`src/rtl/lane_pkg.sv`:
```
// Package: shared access-size encoding for the lane enable generator.
// Assumes a 2-bit size field; code 2'b11 is reserved and rejected.
package lane_pkg;
    typedef enum logic [1:0] {
        SZ_BYTE = 2'b00,
        SZ_HALF = 2'b01,
        SZ_WORD = 2'b10,
        SZ_BAD  = 2'b11
    } acc_size_e;
endpackage

```
`src/rtl/lane_decode.sv`:
```
// Module: lane_decode
// Purely combinational. Maps a byte offset and an access size to an
// active-high lane select vector and reports alignment and size faults.
// Assumes the access span (1 << size) must divide the offset exactly; any
// faulting access selects no lane.
module lane_decode
    import lane_pkg::*;
#(
    parameter int LANES = 4,
    parameter int OFF_W = 2
) (
    input  logic [OFF_W-1:0] offset,
    input  logic [1:0]       size,
    output logic [LANES-1:0] lane_sel,
    output logic             align_err,
    output logic             size_err
);
    int unsigned      span;
    int unsigned      base;
    logic [LANES-1:0] in_span;

    // Span in bytes and start lane of the access.
    always_comb begin
        span = 32'd1 << size;
        base = 32'(offset);
    end

    // One comparator pair per lane: is this lane inside [base, base+span)?
    for (genvar i = 0; i < LANES; i++) begin : g_lane
        assign in_span[i] = (32'(i) >= base) && (32'(i) < base + span);
    end

    // Fault classification and suppression of all lanes on a fault.
    always_comb begin
        size_err  = (size == SZ_BAD) || (span > 32'(LANES));
        align_err = !size_err && ((base & (span - 32'd1)) != 32'd0);
        lane_sel  = (size_err || align_err) ? '0 : in_span;
    end
endmodule

```
`src/rtl/strobe_stage.sv`:
```
// Module: strobe_stage
// Output register stage. Captures the decoded result of an accepted
// request for exactly one cycle. Lanes fall back to all-high and
// the pulses drop when nothing is accepted. Assumes 'take' is the handshake.
module strobe_stage #(
    parameter int LANES = 4,
    parameter int WA_W  = 30
) (
    input  logic             clk,
    input  logic             rst_n,
    input  logic             take,
    input  logic [LANES-1:0] lane_sel,
    input  logic             align_err,
    input  logic             size_err,
    input  logic             write_in,
    input  logic [WA_W-1:0]  word_addr_in,
    output logic [LANES-1:0] lane_n,
    output logic             strobe,
    output logic             fault_align,
    output logic             fault_size,
    output logic             write_q,
    output logic [WA_W-1:0]  word_addr_q
);
    // Register the lane pattern and one-cycle strobe/fault pulses.
    always_ff @(posedge clk) begin
        if (!rst_n) begin
            lane_n      <= '1;
            strobe      <= 1'b0;
            fault_align <= 1'b0;
            fault_size  <= 1'b0;
            write_q     <= 1'b0;
            word_addr_q <= '0;
        end else begin
            lane_n      <= take ? ~lane_sel : '1;
            strobe      <= take && !(align_err || size_err);
            fault_align <= take && align_err;
            fault_size  <= take && size_err;
            if (take) begin
                write_q     <= write_in;
                word_addr_q <= word_addr_in;
            end
        end
    end
endmodule

```
`src/rtl/lane_strobe_gen.sv`:
```
// Module: lane_strobe_gen (top)
// Converts a byte address plus access size into registered active-low
// byte-lane enables, with alignment and size checking. Assumes DATA_W is
// a power-of-two multiple of 8; outputs follow acceptance by one cycle.
module lane_strobe_gen #(
    parameter int ADDR_W = 32,
    parameter int DATA_W = 32
) (
    input  logic                                   clk,
    input  logic                                   rst_n,
    input  logic                                   req_valid,
    output logic                                   req_ready,
    input  logic [ADDR_W-1:0]                      req_addr,
    input  logic [1:0]                             req_size,
    input  logic                                   req_write,
    output logic [DATA_W/8-1:0]                    bus_lane_n,
    output logic                                   bus_strobe,
    output logic                                   bus_fault_align,
    output logic                                   bus_fault_size,
    output logic                                   bus_write,
    output logic [ADDR_W-$clog2(DATA_W/8)-1:0]     bus_word_addr
);
    localparam int LANES = DATA_W / 8;
    localparam int OFF_W = $clog2(LANES);
    localparam int WA_W  = ADDR_W - OFF_W;

    logic             take;
    logic [LANES-1:0] sel;
    logic             a_err;
    logic             s_err;

    // Ready rises one cycle after reset is released and then stays high.
    always_ff @(posedge clk) begin
        if (!rst_n) req_ready <= 1'b0;
        else        req_ready <= 1'b1;
    end

    // Handshake completes when both sides agree.
    assign take = req_valid && req_ready;

    lane_decode #(
        .LANES (LANES),
        .OFF_W (OFF_W)
    ) u_decode (
        .offset    (req_addr[OFF_W-1:0]),
        .size      (req_size),
        .lane_sel  (sel),
        .align_err (a_err),
        .size_err  (s_err)
    );

    strobe_stage #(
        .LANES (LANES),
        .WA_W  (WA_W)
    ) u_stage (
        .clk          (clk),
        .rst_n        (rst_n),
        .take         (take),
        .lane_sel     (sel),
        .align_err    (a_err),
        .size_err     (s_err),
        .write_in     (req_write),
        .word_addr_in (req_addr[ADDR_W-1:OFF_W]),
        .lane_n       (bus_lane_n),
        .strobe       (bus_strobe),
        .fault_align  (bus_fault_align),
        .fault_size   (bus_fault_size),
        .write_q      (bus_write),
        .word_addr_q  (bus_word_addr)
    );
endmodule

```
`config.mk`:
```
export PLATFORM = sky130hd
export DESIGN_NAME = lane_strobe_gen
export DESIGN_NICKNAME = d
export VERILOG_FILES = /design/src/rtl/lane_pkg.sv /design/src/rtl/lane_decode.sv /design/src/rtl/strobe_stage.sv /design/src/rtl/lane_strobe_gen.sv
export SDC_FILE = /design/constraint.sdc
export NUM_CORES = 1
export LEC_CHECK = 0
export CELL_PAD_IN_SITES_DETAIL_PLACEMENT = 0
export CELL_PAD_IN_SITES_GLOBAL_PLACEMENT = 1
export CORE_ASPECT_RATIO = 2
export CORE_UTILIZATION = 25
export DETAILED_ROUTE_END_ITERATION = 10
export GPL_ROUTABILITY_DRIVEN = 0
export GPL_TIMING_DRIVEN = 0
export PLACE_DENSITY_LB_ADDON = 0.15
export REMOVE_ABC_BUFFERS = 1
export SETUP_SLACK_MARGIN = 0.2
export SYNTH_ARGS = -nofsm -noshare
export SYNTH_HDL_FRONTEND = slang
export SYNTH_SLANG_ARGS = --single-unit
```
`constraint.sdc`:
```
create_clock -name clk -period 1.8 [get_ports clk]
set_clock_uncertainty 0.2 [all_clocks]
set_input_delay 0.18 -clock clk [delete_from_list [all_inputs] [get_ports clk]]
set_output_delay 0.18 -clock clk [all_outputs]
set_load 0.02 [all_outputs]
```
# Yosys cells after proc, flatten, opt, wreduce, memory -nomap -nowiden
# Cells that the tools add are included.
dict set report classes {
  n_bitwise 2
  n_mux 2
  order_cmp 9
  shifts 1
  eq_ne 1
  n_addsub 2
  n_reduce_logical 15
}
# operator n
set op_table {}
lappend op_table {{$lt 1x32->1 const A} 2}
lappend op_table {{$lt 2x32->1 const A} 2}
lappend op_table {{$add 2x32->32} 1}
lappend op_table {{$and 2x32->32} 1}
lappend op_table {{$gt 32x3->1 const B} 1}
lappend op_table {{$reduce_bool 32->1} 1}
lappend op_table {{$shl 1x2->32 const A} 1}
lappend op_table {{$sub 32x1->32 const B} 1}
lappend op_table {{$logic_and 1x1->1} 9}
lappend op_table {{$ge 1x2->1 const A} 2}
lappend op_table {{$ge 2x2->1 const A} 2}
lappend op_table {{$mux 4} 1}
lappend op_table {{$not 4->4} 1}
lappend op_table {{$eq 2x2->1 const B} 1}
lappend op_table {{$logic_not 1->1} 2}
lappend op_table {{$logic_or 1x1->1} 2}
lappend op_table {{$reduce_and 2->1} 1}
lappend op_table {{$mux 1} 1}
dict set report word_totals {
  out_inout_bits 39
  elab_cells 39
  in_bits 38
  regBits 39
}

# Longest topological paths before layout
dict set report logic_depth {
  depth_word 8
  depth_mapped 7
  ltp_nobuf 7
}

# By module
# A second synthesis with hierarchy kept.
dict set report hier_totals {
  hier_cells 145
  area_unflattened_um2 1617.8
}
# mod area_per_inst_um2 cells_per_inst instances seq_area_each_um2
set modules_own_cells {}
lappend modules_own_cells {strobe_stage 1380.1 116 1 760.7}
lappend modules_own_cells {lane_decode 211.5 27 1 0.0}
lappend modules_own_cells {lane_strobe_gen 26.3 2 1 20.0}

# Worst setup path after synthesis
# OpenSTA, ideal clock, no wires.
dict set report synth_timing {
  kind {input-to-reg}
  startpoint {input req_size[0]}
  endpoint {register u_stage.lane_n[2]}
  required_ns 1.527
  path_stages 5
  t_arrival_ns 1.375
  setup_slack_ns 0.152
  cell_sequence {or2b_2 -> fa_1 -> nor4b_2 -> a21oi_2 -> o211ai_2}
}
dict set report synth_between {
  elab_chain_len 8
}
# element line
set synth_rtl {}
lappend synth_rtl {{start, declared} lane_strobe_gen.sv:14} ;# input logic [1:0] req_size,
lappend synth_rtl {{branches (longest 6 deep; another with $add 2x32->32)} --}
lappend synth_rtl {{$mux 4 *} lane_decode.sv:37} ;# lane_sel = (size_err || align_err) ? '0 : in_span;
lappend synth_rtl {{$not 4->4 *} strobe_stage.sv:34} ;# lane_n <= take ? ~lane_sel : '1;
lappend synth_rtl {{end signal, assigned} strobe_stage.sv:34}
lappend synth_rtl {{end, declared} strobe_stage.sv:17} ;# output logic [LANES-1:0] lane_n,
# Mark *: on every way between the ends.
# A chain may end at the register's enable or synchronous reset.

# Final worst setup path
dict set report layout_timing {
  startpoint {register u_stage.word_addr_q[18]}
  endpoint {output bus_word_addr[18]}
}
# element line
set layout_rtl {}
lappend layout_rtl {{start, declared} strobe_stage.sv:22} ;# output logic [WA_W-1:0] word_addr_q
lappend layout_rtl {{start signal, assigned} strobe_stage.sv:40} ;# word_addr_q <= word_addr_in;
lappend layout_rtl {{end, declared} lane_strobe_gen.sv:21} ;# output logic [ADDR_W-$clog2(DATA_W/8)-1:0] bus_word_addr
# No word-level cell between the ends.

==> impl_results.html <==
<table>
<tr><th>Metric</th><th>Value</th></tr>
<tr><th colspan="2">Run status</th></tr>
<tr><td>Outcome</td><td>finished, violations left</td></tr>
<tr><td>Failing checks</td><td>design-rule violations</td></tr>
<tr><th colspan="2">Synthesis</th></tr>
<tr><td>Cell taking the most area after synthesis</td><td>sky130_fd_sc_hd__dfxtp_1</td></tr>
<tr><td>Count of flip-flops with a built-in enable after synthesis</td><td>0</td></tr>
<tr><td>Synthesized instance count</td><td>172</td></tr>
<tr><td>Yosys reg bits</td><td>39</td></tr>
<tr><td>Top post-synthesis cells by area</td><td>sky130_fd_sc_hd__dfxtp_1, sky130_fd_sc_hd__nand2_1, sky130_fd_sc_hd__a21boi_1, sky130_fd_sc_hd__a21boi_2, sky130_fd_sc_hd__ha_1</td></tr>
<tr><td>Most used flip-flop cell after synthesis</td><td>sky130_fd_sc_hd__dfxtp_1</td></tr>
<tr><td>Count of unique library cells instantiated by Yosys</td><td>26</td></tr>
<tr><td>Async set-or-reset flop fraction in the synthesized netlist</td><td>0</td></tr>
<tr><td>Seq/Total Area, Yosys</td><td>0.498</td></tr>
<tr><td>Yosys warning total</td><td>0</td></tr>
<tr><td>Top cell type's share of synthesized area</td><td>0.498</td></tr>
<tr><td>Syn Area/Cell</td><td>roughly 9.1 µm²</td></tr>
<tr><td>Syn Std Cell Area</td><td>1570 µm²</td></tr>
<tr><th colspan="2">Global routing</th></tr>
<tr><td>Number of antenna violations at the first check in global routing</td><td>0</td></tr>
<tr><td>Number of global-route vias before repair</td><td>1323</td></tr>
<tr><td>Largest net degree at the start of global routing</td><td>34</td></tr>
<tr><td>Remaining global-route overflow</td><td>0</td></tr>
<tr><td>GRT Total Usage</td><td>0.133</td></tr>
<tr><td>First-pass GRT wire length</td><td>between 6000 and 7000 µm</td></tr>
<tr><th colspan="2">Hold path</th></tr>
<tr><td>Hold wc startpoint</td><td>req_addr[0]</td></tr>
<tr><td>Path type of the worst min-delay path</td><td>primary input to register</td></tr>
<tr><th colspan="2">Setup path</th></tr>
<tr><td>Startpoint of the most critical register-to-register path</td><td>req_ready$_DFF_P_</td></tr>
<tr><td>Arr. time, crit path</td><td>1.19 ns</td></tr>
<tr><td>Endpoint kind of the worst setup timing path</td><td>primary output</td></tr>
<tr><td>Max Fanout on Critical Path</td><td>2</td></tr>
<tr><td>Crit path buf inv count</td><td>1</td></tr>
<tr><td>Cell at the slowest stage of the critical path</td><td>sky130_fd_sc_hd__clkdlybuf4s50_1</td></tr>
<tr><td>Top cell family by delay on the critical path</td><td>buffers and inverters</td></tr>
<tr><td>Origin of the worst setup path</td><td>u_stage.word_addr_q[18]$_SDFFE_PN0P_</td></tr>
<tr><td>Critical path type</td><td>register to primary output</td></tr>
<tr><td>Worst Path Required</td><td>between 1 and 1.5 ns</td></tr>
<tr><td>Cell-by-cell listing of the critical path</td><td>clkdlybuf4s50_1</td></tr>
<tr><td>Critical Path Source Type</td><td>register</td></tr>
<tr><td>Largest stage delay, worst path</td><td>approximately 0.6 ns</td></tr>
<tr><th colspan="2">Clock tree</th></tr>
<tr><td>CTS H-Tree Depth</td><td>2</td></tr>
<tr><td>TritonCTS clock tree</td><td>built</td></tr>
<tr><td>CTS buffer count</td><td>5</td></tr>
<tr><td>Clock Sink Count</td><td>39</td></tr>
<tr><td>Clock latency at the later pin of the worst-skew pair</td><td>0.27 ns</td></tr>
<tr><td>Clock slew at the register clock pins of the worst setup and hold paths</td><td>0.05 ns</td></tr>
<tr><td>Clock buffer depth</td><td>2</td></tr>
<tr><td>Root buffer selected by CTS</td><td>sky130_fd_sc_hd__clkbuf_16</td></tr>
<tr><th colspan="2">Floorplan</th></tr>
<tr><td>Chip Height</td><td>~110 µm</td></tr>
<tr><td>Ports</td><td>77</td></tr>
<tr><td>Number of cell rows</td><td>40</td></tr>
<tr><td>Core area</td><td>6010 µm²</td></tr>
<tr><td>Initial core utilization</td><td>0.261</td></tr>
<tr><td>Die Area</td><td>between 6000 and 7000 µm²</td></tr>
<tr><td>Die width</td><td>between 50 and 60 µm</td></tr>
<tr><th colspan="2">STA</th></tr>
<tr><td>Share of the clock period used by the worst path</td><td>0.872</td></tr>
<tr><td>Actual slew at the worst max-slew pin</td><td>~0.61 ns</td></tr>
<tr><td>Clock period minus final worst setup slack</td><td>about 1.6 ns</td></tr>
<tr><td>Worst max-slew margin expressed relative to the limit</td><td>0.591</td></tr>
<tr><td>Setup repair after global routing missed its margin</td><td>yes</td></tr>
<tr><td>Sum of negative setup slack</td><td>0 ns</td></tr>
<tr><td>Max Fclk</td><td>637 MHz</td></tr>
<tr><td>Final Hold Viols</td><td>0</td></tr>
<tr><td>Final setup vio count</td><td>0</td></tr>
<tr><td>Fin. max-slew vios</td><td>0</td></tr>
<tr><th colspan="2">Layout</th></tr>
<tr><td>Number of inserted filler cells in the final layout</td><td>630</td></tr>
<tr><td>Most used cells in the layout excluding fill and tap cells</td><td>sky130_fd_sc_hd__nand2_1, sky130_fd_sc_hd__dfxtp_1, sky130_fd_sc_hd__clkdlybuf4s50_1</td></tr>
<tr><td>Commonest non-fill, non-tap cell in the layout</td><td>sky130_fd_sc_hd__nand2_1</td></tr>
<tr><td>Proportion of layout cells with a drive suffix above 1</td><td>0.130</td></tr>
<tr><td>Utilization after layout</td><td>0.426</td></tr>
<tr><td>Ant. Diodes</td><td>0</td></tr>
<tr><td>Count of nets after finishing</td><td>289</td></tr>
<tr><td>Area growth from synthesis to layout</td><td>63.0%</td></tr>
<tr><th colspan="2">Route</th></tr>
<tr><td>Total routed wirelength</td><td>a little over 4000 µm</td></tr>
<tr><td>Iter 0 DRT Violations</td><td>60</td></tr>
<tr><td>Number of vias after detailed routing</td><td>1368</td></tr>
<tr><td>Post-detailed-route via-to-cell ratio</td><td>4.41</td></tr>
<tr><td>Wire length per cell after detailed routing</td><td>13.3 µm</td></tr>
<tr><td>Post-detailed-route DRC marker count</td><td>8</td></tr>
<tr><td>Post-DRT Antenna Nets</td><td>0</td></tr>
<tr><td>First-pass iteration count of the detailed router</td><td>7</td></tr>
<tr><th colspan="2">Power</th></tr>
<tr><td>Leakage power figure</td><td>roughly 1.3 nW</td></tr>
<tr><td>Peak VDD IR</td><td>approximately 0.39 mV</td></tr>
<tr><td>Post-route total power</td><td>0.00209 W</td></tr>
<tr><td>Pwr per Cell Area</td><td>816 nW/µm²</td></tr>
<tr><th colspan="2">Place</th></tr>
<tr><td>PortBufs</td><td>76</td></tr>
<tr><td>Post-DP HPWL</td><td>2820 µm</td></tr>
<tr><th colspan="2">Flow run</th></tr>
<tr><td>Max Cap Violations</td><td>0</td></tr>
</table>
[stage by stage]
stage	worst slack [ns]	cell area, µm²	instances	hold WS (ns)
4_1_cts	0.202	2490	308	0.0635
6_report	0.231	2560	310	0.0215
5_1_grt	0.200	2560	310	0.0399
3_3_place_gp	-0.765	2340	301	0.240
3_5_place_dp	-0.758	2340	301	0.246
2_1_floorplan	0.152	1500	162	0.00772
[routing by layer]
| layer | global-route usage | share of wire | vias up |
|---|---|---|---|
| li1 | - | - | 703 |
| met3 | 0.0329 | 0.055 | 3 |
| met4 | 0.0619 | 0.0054 | 0 |
| met2 | 0.221 | 0.52 | 50 |
| met1 | 0.156 | 0.42 | 612 |
| met5 | 0 | 0 | - |
[cells by family after synthesis]
family | share of synthesized area
buffers and inverters | 0.0550
adders and majority gates | 0.0367
DFF | 0.498
and+or+nand+nor | 0.221
AOI/OAI and AO/OA | 0.190
[tightest hold or removal path, cell delays in order]
cell and delay, ns:
sky130_fd_sc_hd__clkbuf_2 0.14, sky130_fd_sc_hd__nand2_1 0.08, sky130_fd_sc_hd__o211ai_2 0.06
[layout make-up]
cell class	instances	area (µm²)	area share
Sequential cell	39	781	0.305
Timing Repair Buffer	78	795	0.311
Tap cell	63	78.8	0.0308
Clock inverter	1	5.00	0.00196
Inverter	5	18.8	0.00734
Clock buffer	6	139	0.0543
Multi-Input combinational cell	118	741	0.290
[cells in the mapped netlist, types with 2 or more instances]
master,instances
sky130_fd_sc_hd__inv_1,5
sky130_fd_sc_hd__buf_6,3
sky130_fd_sc_hd__buf_2,3
sky130_fd_sc_hd__a21boi_1,21
sky130_fd_sc_hd__nor4b_2,2
sky130_fd_sc_hd__a21boi_2,9
sky130_fd_sc_hd__nor2_1,2
sky130_fd_sc_hd__dfxtp_1,39
sky130_fd_sc_hd__nand2_1,67
sky130_fd_sc_hd__ha_1,3
sky130_fd_sc_hd__clkbuf_1,3
[sequential cells by signal, summed over array words and instances, names as in the netlist]
signal	count
u_stage.strobe	1
u_stage.lane_n	4
u_stage.fault_size	1
req_ready	1
u_stage.word_addr_q	30
u_stage.write_q	1
u_stage.fault_align	1
[report_power, final]
part | switching (W) | leakage [nW] | internal [W]
Clock | 0.000315 | 0.0727 | 0.000540
Combinational | 0.000152 | 0.934 | 0.000164
Sequential | 0.0000152 | 0.319 | 0.000900
Total | 0.000482 | 1.33 | 0.00160
[path summary, 6_finish.rpt]
check | end | slack (ns) | cells past startpoint
worst max-delay path | bus_word_addr[18] | 0.23 | 1
worst min-delay path | u_stage.lane_n[2]$_SDFF_PN1_ | 0.02 | 3
worst min register to register | u_stage.word_addr_q[29]$_SDFFE_PN0P_ | 0.25 | 2
worst max register to register | u_stage.word_addr_q[6]$_SDFFE_PN0P_ | 0.44 | 3
[repair_timing]
item / in CTS / in global routing
endpoints found under the hold margin: 0 / 1
hold buffers: 0 / 1
pin swaps: 4 / 5
setup buffers: 0 / 1
setup endpoints to repair: 53 / 48
resized for setup: 38 / 27
(Power assumes the default switching activity.)
